[config.mk]
export PLATFORM = sky130hd
export DESIGN_NAME = wcb_store_buffer
export DESIGN_NICKNAME = d
export VERILOG_FILES = /design/src/rtl/wcb_pkg.sv /design/src/rtl/wcb_line_buf.sv /design/src/rtl/wcb_age_order.sv /design/src/rtl/wcb_store_buffer.sv
export SDC_FILE = /design/constraint.sdc
export NUM_CORES = 1
export LEC_CHECK = 0
export ABC_CLOCK_PERIOD_IN_PS = 13600
export BUFFER_PORTS_ARGS = -buffer_cell sky130_fd_sc_hd__buf_2
export CORE_UTILIZATION = 60
export DETAILED_ROUTE_END_ITERATION = 8
export GPL_TIMING_DRIVEN = 0
export PLACE_DENSITY = 0.8
export SYNTH_ARGS = -nofsm -noshare
export SYNTH_HDL_FRONTEND = slang
export SYNTH_HIERARCHICAL = 1
export SYNTH_SLANG_ARGS = --single-unit
[constraint.sdc]
create_clock -name clk -period 13.6 [get_ports clk]
set_input_delay 0.68 -clock clk [delete_from_list [all_inputs] [get_ports clk]]
set_output_delay 0.68 -clock clk [all_outputs]
set_load 0.05 [all_outputs]
[src/rtl/wcb_pkg.sv]
package wcb_pkg;

   typedef enum logic [1:0] {
      BUF_FREE = 2'd0,
      BUF_FILL = 2'd1,
      BUF_PEND = 2'd2
   } buf_state_e;

endpackage

[src/rtl/wcb_line_buf.sv]
module wcb_line_buf #(
   parameter int DATA_W = 64,
   parameter int WORDS  = 4,
   parameter int LINE_W = 27
) (
   input  logic                    clk,
   input  logic                    rst_n,
   input  logic                    alloc_i,
   input  logic                    write_i,
   input  logic [$clog2(WORDS)-1:0] word_i,
   input  logic [DATA_W-1:0]       data_i,
   input  logic [LINE_W-1:0]       line_i,
   input  logic                    evict_i,
   input  logic                    release_i,
   output wcb_pkg::buf_state_e     state_o,
   output logic [LINE_W-1:0]       line_o,
   output logic [WORDS*DATA_W-1:0] data_o,
   output logic [WORDS-1:0]        valid_o
);
   import wcb_pkg::*;

   localparam int IDX_W = $clog2(WORDS);

   buf_state_e                   state_q;
   logic [LINE_W-1:0]            line_q;
   logic [WORDS-1:0]             valid_q;
   logic [WORDS-1:0][DATA_W-1:0] data_q;
   logic [WORDS-1:0]             word_bit;
   logic [WORDS-1:0]             merged;
   logic                         we;

   assign word_bit = WORDS'(1) << word_i;
   assign we       = alloc_i | write_i;
   assign merged   = alloc_i ? word_bit : (valid_q | word_bit);

   always_ff @(posedge clk) begin
      if (!rst_n) begin
         state_q <= BUF_FREE;
         valid_q <= '0;
         line_q  <= '0;
      end else if (release_i) begin
         state_q <= BUF_FREE;
         valid_q <= '0;
      end else if (we) begin
         valid_q <= merged;
         if (alloc_i) line_q <= line_i;
         state_q <= (&merged) ? BUF_PEND : BUF_FILL;
      end else if (evict_i && state_q == BUF_FILL) begin
         state_q <= BUF_PEND;
      end
   end

   always_ff @(posedge clk) begin
      for (int w = 0; w < WORDS; w++) begin
         if (we && word_i == IDX_W'(w)) data_q[w] <= data_i;
      end
   end

   assign state_o = state_q;
   assign line_o  = line_q;
   assign valid_o = valid_q;
   assign data_o  = data_q;

endmodule

[src/rtl/wcb_age_order.sv]
module wcb_age_order #(
   parameter int N = 4
) (
   input  logic         clk,
   input  logic         rst_n,
   input  logic [N-1:0] alloc_vec,
   input  logic [N-1:0] cand_a,
   output logic [N-1:0] pick_a,
   input  logic [N-1:0] cand_b,
   output logic [N-1:0] pick_b
);
   // older_q[i][j] set: buffer i was allocated before buffer j
   logic [N-1:0] older_q [N];

   always_ff @(posedge clk) begin
      if (!rst_n) begin
         for (int i = 0; i < N; i++)
            for (int j = 0; j < N; j++)
               older_q[i][j] <= (i < j);
      end else begin
         for (int k = 0; k < N; k++) begin
            if (alloc_vec[k]) begin
               for (int j = 0; j < N; j++) begin
                  if (j != k) begin
                     older_q[k][j] <= 1'b0;
                     older_q[j][k] <= 1'b1;
                  end
               end
            end
         end
      end
   end

   always_comb begin
      for (int i = 0; i < N; i++) begin
         pick_a[i] = cand_a[i];
         pick_b[i] = cand_b[i];
         for (int j = 0; j < N; j++) begin
            if (j != i && cand_a[j] && !older_q[i][j]) pick_a[i] = 1'b0;
            if (j != i && cand_b[j] && !older_q[i][j]) pick_b[i] = 1'b0;
         end
      end
   end

endmodule

[src/rtl/wcb_store_buffer.sv]
module wcb_store_buffer #(
   parameter int ADDR_W  = 32,
   parameter int DATA_W  = 64,
   parameter int WORDS   = 4,
   parameter int NUM_BUF = 4
) (
   input  logic                                         clk,
   input  logic                                         rst_n,
   input  logic                                         st_valid,
   output logic                                         st_ready,
   input  logic [ADDR_W-1:0]                            st_addr,
   input  logic [DATA_W-1:0]                            st_data,
   output logic                                         mem_valid,
   input  logic                                         mem_ready,
   output logic [ADDR_W-$clog2(WORDS*DATA_W/8)-1:0]     mem_line,
   output logic [WORDS*DATA_W-1:0]                      mem_data,
   output logic [WORDS-1:0]                             mem_mask
);
   import wcb_pkg::*;

   localparam int IDX_W     = $clog2(WORDS);
   localparam int BYTE_W    = $clog2(DATA_W / 8);
   localparam int OFF_W     = IDX_W + BYTE_W;
   localparam int LINE_W    = ADDR_W - OFF_W;
   localparam int LINE_BITS = WORDS * DATA_W;
   localparam int BUF_W     = (NUM_BUF > 1) ? $clog2(NUM_BUF) : 1;

   generate
      if (WORDS < 2 || (WORDS & (WORDS - 1)) != 0) begin : g_bad_words
         $error("WORDS must be a power of two of at least 2");
      end
      if (DATA_W < 8 || (DATA_W & (DATA_W - 1)) != 0) begin : g_bad_data
         $error("DATA_W must be a power of two of at least 8");
      end
      if (NUM_BUF < 2) begin : g_bad_bufs
         $error("NUM_BUF must be at least 2");
      end
      if (ADDR_W <= OFF_W) begin : g_bad_addr
         $error("ADDR_W too small for the line size");
      end
   endgenerate

   // store address split
   logic [LINE_W-1:0] st_line;
   logic [IDX_W-1:0]  st_word;
   logic              addr_unused;
   assign st_line     = st_addr[ADDR_W-1:OFF_W];
   assign st_word     = st_addr[OFF_W-1:BYTE_W];
   assign addr_unused = ^st_addr[BYTE_W-1:0];

   // per-buffer views
   buf_state_e        buf_state [NUM_BUF];
   logic [LINE_W-1:0] buf_line  [NUM_BUF];
   logic [LINE_BITS-1:0] buf_data [NUM_BUF];
   logic [WORDS-1:0]  buf_valid [NUM_BUF];

   logic [NUM_BUF-1:0] free_vec, fill_vec, pend_vec, occ_vec, hit_vec;
   logic [NUM_BUF-1:0] alloc_pick, alloc_vec, write_vec, evict_vec, release_vec;
   logic [NUM_BUF-1:0] victim_pick, issue_pick;
   logic [NUM_BUF*LINE_W-1:0] line_flat;
   logic hit, accept, rel, last_free, evict_any;

   logic              lock_vld_q;
   logic [BUF_W-1:0]  lock_idx_q;
   logic [BUF_W-1:0]  issue_idx;

   generate
      for (genvar b = 0; b < NUM_BUF; b++) begin : g_buf
         assign free_vec[b] = (buf_state[b] == BUF_FREE);
         assign fill_vec[b] = (buf_state[b] == BUF_FILL);
         assign occ_vec[b]  = ~free_vec[b];
         assign hit_vec[b]  = fill_vec[b] && (buf_line[b] == st_line);
         assign pend_vec[b] = (buf_state[b] == BUF_PEND) && !release_vec[b];
         assign line_flat[b*LINE_W +: LINE_W] = buf_line[b];

         wcb_line_buf #(
            .DATA_W (DATA_W),
            .WORDS  (WORDS),
            .LINE_W (LINE_W)
         ) u_buf (
            .clk       (clk),
            .rst_n     (rst_n),
            .alloc_i   (alloc_vec[b]),
            .write_i   (write_vec[b]),
            .word_i    (st_word),
            .data_i    (st_data),
            .line_i    (st_line),
            .evict_i   (evict_vec[b]),
            .release_i (release_vec[b]),
            .state_o   (buf_state[b]),
            .line_o    (buf_line[b]),
            .data_o    (buf_data[b]),
            .valid_o   (buf_valid[b])
         );
      end
   endgenerate

   // lowest-index free buffer for a new line
   always_comb begin
      alloc_pick = '0;
      for (int b = NUM_BUF - 1; b >= 0; b--) begin
         if (free_vec[b]) alloc_pick = NUM_BUF'(1) << b;
      end
   end

   assign hit       = |hit_vec;
   assign st_ready  = hit | (|free_vec);
   assign accept    = st_valid & st_ready;
   assign alloc_vec = (accept && !hit) ? alloc_pick : '0;
   assign write_vec = (accept && hit) ? hit_vec : '0;

   assign rel         = lock_vld_q & mem_ready;
   assign release_vec = rel ? (NUM_BUF'(1) << lock_idx_q) : '0;

   // taking the last free buffer pushes the oldest partial line out
   assign last_free = ($countones(free_vec) == 1);
   assign evict_any = (|alloc_vec) && last_free && !rel;
   assign evict_vec = evict_any ? victim_pick : '0;

   wcb_age_order #(.N(NUM_BUF)) u_age (
      .clk       (clk),
      .rst_n     (rst_n),
      .alloc_vec (alloc_vec),
      .cand_a    (fill_vec),
      .pick_a    (victim_pick),
      .cand_b    (pend_vec),
      .pick_b    (issue_pick)
   );

   always_comb begin
      issue_idx = '0;
      for (int b = 0; b < NUM_BUF; b++) begin
         if (issue_pick[b]) issue_idx = BUF_W'(b);
      end
   end

   // the issued buffer is latched so the port holds steady under back-pressure
   always_ff @(posedge clk) begin
      if (!rst_n) begin
         lock_vld_q <= 1'b0;
         lock_idx_q <= '0;
      end else if (!lock_vld_q || rel) begin
         lock_vld_q <= |pend_vec;
         lock_idx_q <= issue_idx;
      end
   end

   assign mem_valid = lock_vld_q;
   assign mem_line  = buf_line[lock_idx_q];
   assign mem_data  = buf_data[lock_idx_q];
   assign mem_mask  = buf_valid[lock_idx_q];

endmodule

==> summary.md, run 1 <==
| Metric | Value |
|---|---|
| CP Max Fanout | 10 |
| Vias | 24.91k |
| Total Routed Length | 119100 µm |
| Die area | 0.07686 mm² |
| Synth Instances | 2271 |
| Worst hold path depth | 3 |
| Hold Path Origin | st_addr[22] |
| Largest net degree at the start of global routing | 50 |
| Reg2reg start | g_buf[3].u_buf/line_o[3] |
| Routed wire length per instance | 30.26 µm |
| Peak VDD IR | 0.1369 mV |
| Final non-filler cell total | 3937 |
| Post-Place Cell Area | 0.04982 mm² |
| Total Routing Usage GR | 31.31% |
| Worst Path Class, Setup | reg -> reg |
| Cell area after layout | 0.05393 mm² |
| Clk Latency, worst-skew pair | 0.70 ns |
| Net count, final | 2968 |
| Critical path capture point type | register |
| Setup Slack @ Placement | 8.313 ns |
| Placer Congestion | 0.9258 |
| Worst-case clock buffer depth | 3 |
| Detailed Routing Iterations Pass 1 | 5 |
| Top Ports | 389 |
| Layout area overhead | 18.65% |
| Final setup viols | 0 |
| # DRC | 0 |
| Max incr delay on CP | 0.87 ns |
| Critical Path, Cell by Cell | xor2_1, nor4_1, nand4_1, nand4_4, nor4_2, nor2_1, nor3b_2, buf_8, buf_6, buf_6, buf_6 |
| Clock Tree Root | clkbuf_16 |
| Site Rows | 100 |
| Total gr overflow | 0 |
| Initial antenna violation count | 11 |
| Min Tclk post-route | 4.461 ns |
| IO buf count | 385 |
| Layout cells sized above 1 | 39.16% |
| RSZ-0062 raised after global routing | false |
| CTS tree | yes |
| Core area | 0.07470 mm² |
| Vias in the first global route | 25.43k |
| R2r endpoint | g_buf[2].u_buf/data_o[115] |
| LEAKAGE | 17.95 nW |
| Die H | 277.2 µm |
| Syn avg cell area | 20.01 µm² |
| Vias per cell | 6.328 |
| H-tree lvl count | 3 |
| R2R setup slack | 9.14 ns |
| R2r worst-path depth | 11 |
| Detailed-placement wirelength estimate | 76940 µm |
| Outcome | finished clean |
| Ys Warns | 6 |
| Worst-margin pin slew | 1.175 ns |
| Most common cell on crit path | buf_6 |
| First-pass GRT wire length | 172300 µm |
| Post-CTS Setup Inserts | 0 |
| Clock transition at path regs | 0.07 ns |
| Cts bufs inserted | 112 |
| Placed Cells | 3717 |
| Crit path DAT | 4.85 ns |
| Setup Skew | 0.04694 ns |
| Hold_buf cts | 0 |
| Chip width | 277.2 µm |
| CTS Sinks | 1171 |
| FILL cells | 4367 |
| Design Power | 7.764 mW |
| Final worst setup slack | 9.139 ns |
| Post-route ant nets | 0 |
| Maximum clock frequency | 224.2 MHz |
| Slew headroom | 21.69% |
| Pwr Density | 144.0 mW/mm² |
| Max Slew Vio Count | 0 |
| Slowest stage cell, crit path | nor4_2 |
| Hold Vio Cnt, Final | 0 |
| Hold Path End | g_buf[1].u_buf/line_o[17] |
| Tcrit/Tclk final | 32.80% |
| Max-Cap Viols | 0 |
| Post_cts resized | 0 |
| Startpoint types | register |
| Hold Crit Class | in -> reg |
| Starting Density | 60.85% |
| Syn nets | 2376 |
| DR iter-0 viols | 2723 |
| WP data required | 13.99 ns |
| Mapped Area | 0.04545 mm² |
worst max-delay path: cells and delay by family (launching register included):
family / cells / cell delay, ns
buf+inv: 4 / 0.82
simple gates: 6 / 2.66
xor+xnor: 1 / 0.28
flops: 1 / 0.36
sequential cells by signal, indices dropped and copies added, names as in the netlist:
register / count
mem_valid: 1
g_buf.u_buf/valid_o: 16
g_buf.u_buf/data_o: 1024
u_age/older_q: 12
lock_idx_q: 2
g_buf.u_buf/state_o: 8
g_buf.u_buf/line_o: 108
cells in the final DEF (no fill, tap or decap), drive strengths merged, types with 2 or more instances in the layout:
| master | count |
|---|---|
| edfxtp | 1024 |
| nor3 | 6 |
| nand3 | 12 |
| a21boi | 109 |
| or2 | 3 |
| xor2 | 48 |
| inv | 22 |
| clkinv | 47 |
| nor4 | 23 |
| nand4b | 12 |
| xnor2 | 60 |
| nand2b | 27 |
| a211oi | 5 |
| ha | 4 |
| nor2b | 12 |
| o21ai | 15 |
| nand2 | 220 |
| nor3b | 13 |
| clkinvlp | 7 |
| dfxtp | 147 |
| mux4 | 287 |
| o2111a | 6 |
| buf | 566 |
| nand4 | 25 |
| nand3b | 2 |
| diode | 6 |
| clkbuf | 146 |
| o21ba | 8 |
| and2b | 4 |
| bufinv | 27 |
| a21oi | 18 |
| nor2 | 48 |
| and3b | 4 |
per-stage QoR:
stage	setup TNS (ns)	utilization [%]	hold slack, ns
after floorplan	0	-	0.4305
after global placement	-0.3120	65.05	0.4577
after detailed placement	0	66.70	0.4572
after CTS	0	72.17	0.2292
after global routing	0	72.20	0.2448
final	0	72.20	0.2642
report_power, final:
part	total (mW)	internal [mW]	switching (mW)
Combinational	0.364	0.103	0.260
Sequential	3.98	3.96	0.0221
Clock	3.42	2.05	1.37
cell type report:
type                            instances  area [µm²]  area share, %
Sequential cell                      1171       33690          62.47
Multi-Input combinational cell        976       11130          20.63
Timing Repair Buffer                  478        3078          5.707
Clock buffer                          128        2894          5.366
Tap cell                              969        1212          2.248
Clock inverter                         85        1196          2.218
Buffer                                106       649.4          1.204
Inverter                               18       67.56         0.1253
Antenna cell                            6       15.01        0.02784
worst max path at each step:
stage	start	end	cells past startpoint
3_3_place_gp	st_addr[22]	g_buf[2].u_buf/valid_o[1]	11
4_1_cts	g_buf[2].u_buf/state_o[0]	g_buf[3].u_buf/data_o[115]	12
6_report	g_buf[3].u_buf/line_o[3]	g_buf[2].u_buf/data_o[115]	11
3_5_place_dp	st_addr[22]	g_buf[3].u_buf/data_o[114]	14
2_1_floorplan	st_addr[10]	g_buf[2].u_buf/valid_o[1]	10
5_1_grt	g_buf[2].u_buf/state_o[1]	g_buf[2].u_buf/data_o[115]	12
metal layers:
| metal | global-route usage, % | vias up | routed length (µm) |
|---|---|---|---|
| li1 | - | 10290 | - |
| met4 | 11.57 | 6 | 4528 |
| met2 | 51.54 | 1339 | 59700 |
| met5 | 0 | - | 45 |
| met3 | 6.969 | 240 | 10300 |
| met1 | 41.35 | 13040 | 44540 |
Power figures use the tool's default switching activity.
==> run 2, diff against run 1 <==
--- a/config.mk
+++ b/config.mk
@@ -5,7 +5,8 @@
 export SDC_FILE = /design/constraint.sdc
 export NUM_CORES = 1
 export LEC_CHECK = 0
-export ABC_CLOCK_PERIOD_IN_PS = 13600
+export ABC_AREA = 1
+export ABC_CLOCK_PERIOD_IN_PS = 4240
 export BUFFER_PORTS_ARGS = -buffer_cell sky130_fd_sc_hd__buf_2
 export CORE_UTILIZATION = 60
 export DETAILED_ROUTE_END_ITERATION = 8
==> constraint.sdc (replaced) <==
create_clock -name clk -period 4.24 [get_ports clk]
set_input_delay 0.212 -clock clk [delete_from_list [all_inputs] [get_ports clk]]
set_output_delay 0.212 -clock clk [all_outputs]
set_load 0.05 [all_outputs]
==> run 2 against run 1 <==
Effect of this change: the run now ends with max-capacitance violations, max-slew violations left; sequential share of layout area fell by 1.3 points; sequential cell count did not move; synthesized cell count is 64% higher; synthesized area is 1.6% higher; register-to-register slack lost 9.1 ns; critical path depth grew 2; sequential power rose to 3.3 times the previous value; critical endpoint is now g_buf[2].u_buf/data_o[173].
==> summary.md, run 2 <==
| Metric | Value |
|---|---|
| Layout cells sized above 1 | 17.50% |
| IO buf count | 385 |
| Commonest non-fill, non-tap cell in the layout | edfxtp_1 |
| Chip width | 279.5 µm |
| Cell Int Power | 19.88 mW |
| Switching Share | 30.17% |
| Clk Latency, worst-skew pair | 0.71 ns |
| Worst-case clock buffer depth | 3 |
| Pwr Density | 516.6 mW/mm² |
| Hold Crit Class | in -> reg |
| Clock transition at path regs | 0.06 ns |
| Critical path capture point type | register |
| Vias per cell | 6.285 |
| CP Max Fanout | 26 |
| Detailed Routing Iterations Pass 1 | 6 |
| Synth Instances | 3731 |
| Sequential power share | 45.7% |
| Clock share of power | 36.4% |
| Syn avg cell area | 12.38 µm² |
| Die area | 0.07812 mm² |
| Ys Warns | 6 |
| Initial antenna violation count | 14 |
| Comb power frac | 17.9% |
| Vias in the first global route | 33.03k |
| Clock Tree Root | clkbuf_16 |
| Startpoint types | register |
| LEAKAGE | 19.81 nW |
| Total Routed Length | 151300 µm |
| Post-route ant nets | 0 |
| Die H | 279.5 µm |
| Switching power | 8.590 mW |
| CTS tree | yes |
| Hold Vio Cnt, Final | 0 |
| First-pass GRT wire length | 212700 µm |
| Net count, final | 4475 |
| Crit path DAT | 4.54 ns |
| H-tree lvl count | 3 |
| DR iter-0 viols | 4979 |
| Slew headroom | -2.403% |
| Largest net degree at the start of global routing | 29 |
| Setup TNS | 0 ns |
| Most frequent cells in the layout | edfxtp_1 (1024), nand2_1 (639), nand3_1 (557), buf_2 (460), nor2_1 (294) |
| Worst-margin pin slew | 1.530 ns |
| Maximum clock frequency | 240.3 MHz |
| Top Ports | 389 |
| Max-Cap Viols | 1 |
| CTS Sinks | 1171 |
| Tcrit/Tclk final | 98.14% |
| Final core utilization | 72.45% |
| Vias | 34.59k |
| Starting Density | 60.73% |
| Core area | 0.07608 mm² |
| Mapped Area | 0.04620 mm² |
| Hold_ws | 0.1474 ns |
| Final setup viols | 0 |
| Worst Path Class, Setup | reg -> reg |
| Cts bufs inserted | 111 |
| Placer Congestion | 1.025 |
| Max reg flops | 1024 |
| Failing checks | max-capacitance violations, max-slew violations |
| Min Tclk post-route | 4.161 ns |
| Design Power | 28.47 mW |
| Syn nets | 3836 |
| Setup Skew | 0.06661 ns |
| Peak VDD IR | 0.4618 mV |
| WP data required | 4.61 ns |
| Layout area overhead | 19.30% |
| Routed wire length per instance | 27.48 µm |
| Max Slew Vio Count | 9 |
| # DRC | 0 |
| Site Rows | 101 |
| Total Routing Usage GR | 37.75% |
| Outcome | complete, but fails checks |
| Detailed-placement wirelength estimate | 99980 µm |
| Total gr overflow | 0 |
==> run 2: timing repair <==
action                     in CTS  in global routing
hold endpoints to repair     1147                  0
hold buffers                   93                  0
setup endpoints to repair       5                171
resized for setup               0                 10
cloned                          0                  5
buffers inserted                0                 10
pin swaps                       1                  8
==> run 2: path summary, 6_finish.rpt <==
kind | cells past startpoint | slack [ns] | to | from
worst max-delay path | 13 | 0.08 | g_buf[2].u_buf/data_o[173] | g_buf[0].u_buf/state_o[0]
worst min register to register | 2 | 0.47 | u_age/older_q[0][3] | u_age/older_q[0][3]
worst min-delay path | 5 | 0.15 | g_buf[0].u_buf/valid_o[2] | st_addr[4]
worst max register to register | 13 | 0.08 | g_buf[2].u_buf/data_o[173] | g_buf[0].u_buf/state_o[0]
==> run 2: area by class of cell <==
| cell class | count | area, µm² |
|---|---|---|
| antenna | 10 | 25.02 |
| buffer | 193 | 940.9 |
| clock buffer | 132 | 2888 |
| clock inverter | 75 | 928.4 |
| fill | 4877 | 20960 |
| inverter | 234 | 898.4 |
| multi-input combinational | 2138 | 10830 |
| sequential | 1171 | 33690 |
| tap | 1030 | 1289 |
| timing repair buffer | 521 | 3623 |
==> run 2: layer usage <==
layer  up-vias  global-route usage (%)  wire [µm]  share of wire [%]
li1      14780                       -          -                  -
met1     16560                   46.86      52020                 34
met2      2682                   60.93      70510                 47
met3       567                   10.02      18980                 13
met4        12                   20.22       9681                6.4
met5         -                       0         82              0.054
==> run 2: through the flow <==
| step | instances | setup slack (ns) | area, µm² |
|---|---|---|---|
| 3_3_place_gp | 5146 | -4.207 | 49440 |
| 4_1_cts | 5479 | 0.005094 | 54980 |
| 5_1_grt | 5500 | -0.02133 | 55110 |
| 2_1_floorplan | 3731 | -0.5950 | 46220 |
| 3_5_place_dp | 5179 | 0.05544 | 50230 |
| 6_report | 5504 | 0.07897 | 55120 |
==> run 2: power groups by stage <==
stage,clock [mW],combinational (mW),sequential [mW]
2_1_floorplan,0,3.16,13.2
3_3_place_gp,0,4.74,13.3
3_5_place_dp,0,4.85,13.3
4_1_cts,10.3,4.96,13.0
5_1_grt,10.8,5.27,13.0
6_report,10.4,5.09,13.0
==> run 2: critical path, cell delays in order, from the launching register on <==
cell	delay (ns)
dfxtp_1	0.39
nand2_1	0.22
inv_1	0.31
o21ai_0	0.16
nor4_1	0.36
nand3_1	0.14
nor2_2	0.29
nor2_1	0.12
nand2_1	0.08
nand2_1	0.11
nor2_1	0.12
nor2_1	0.31
nor2_4	0.85
buf_12	0.30
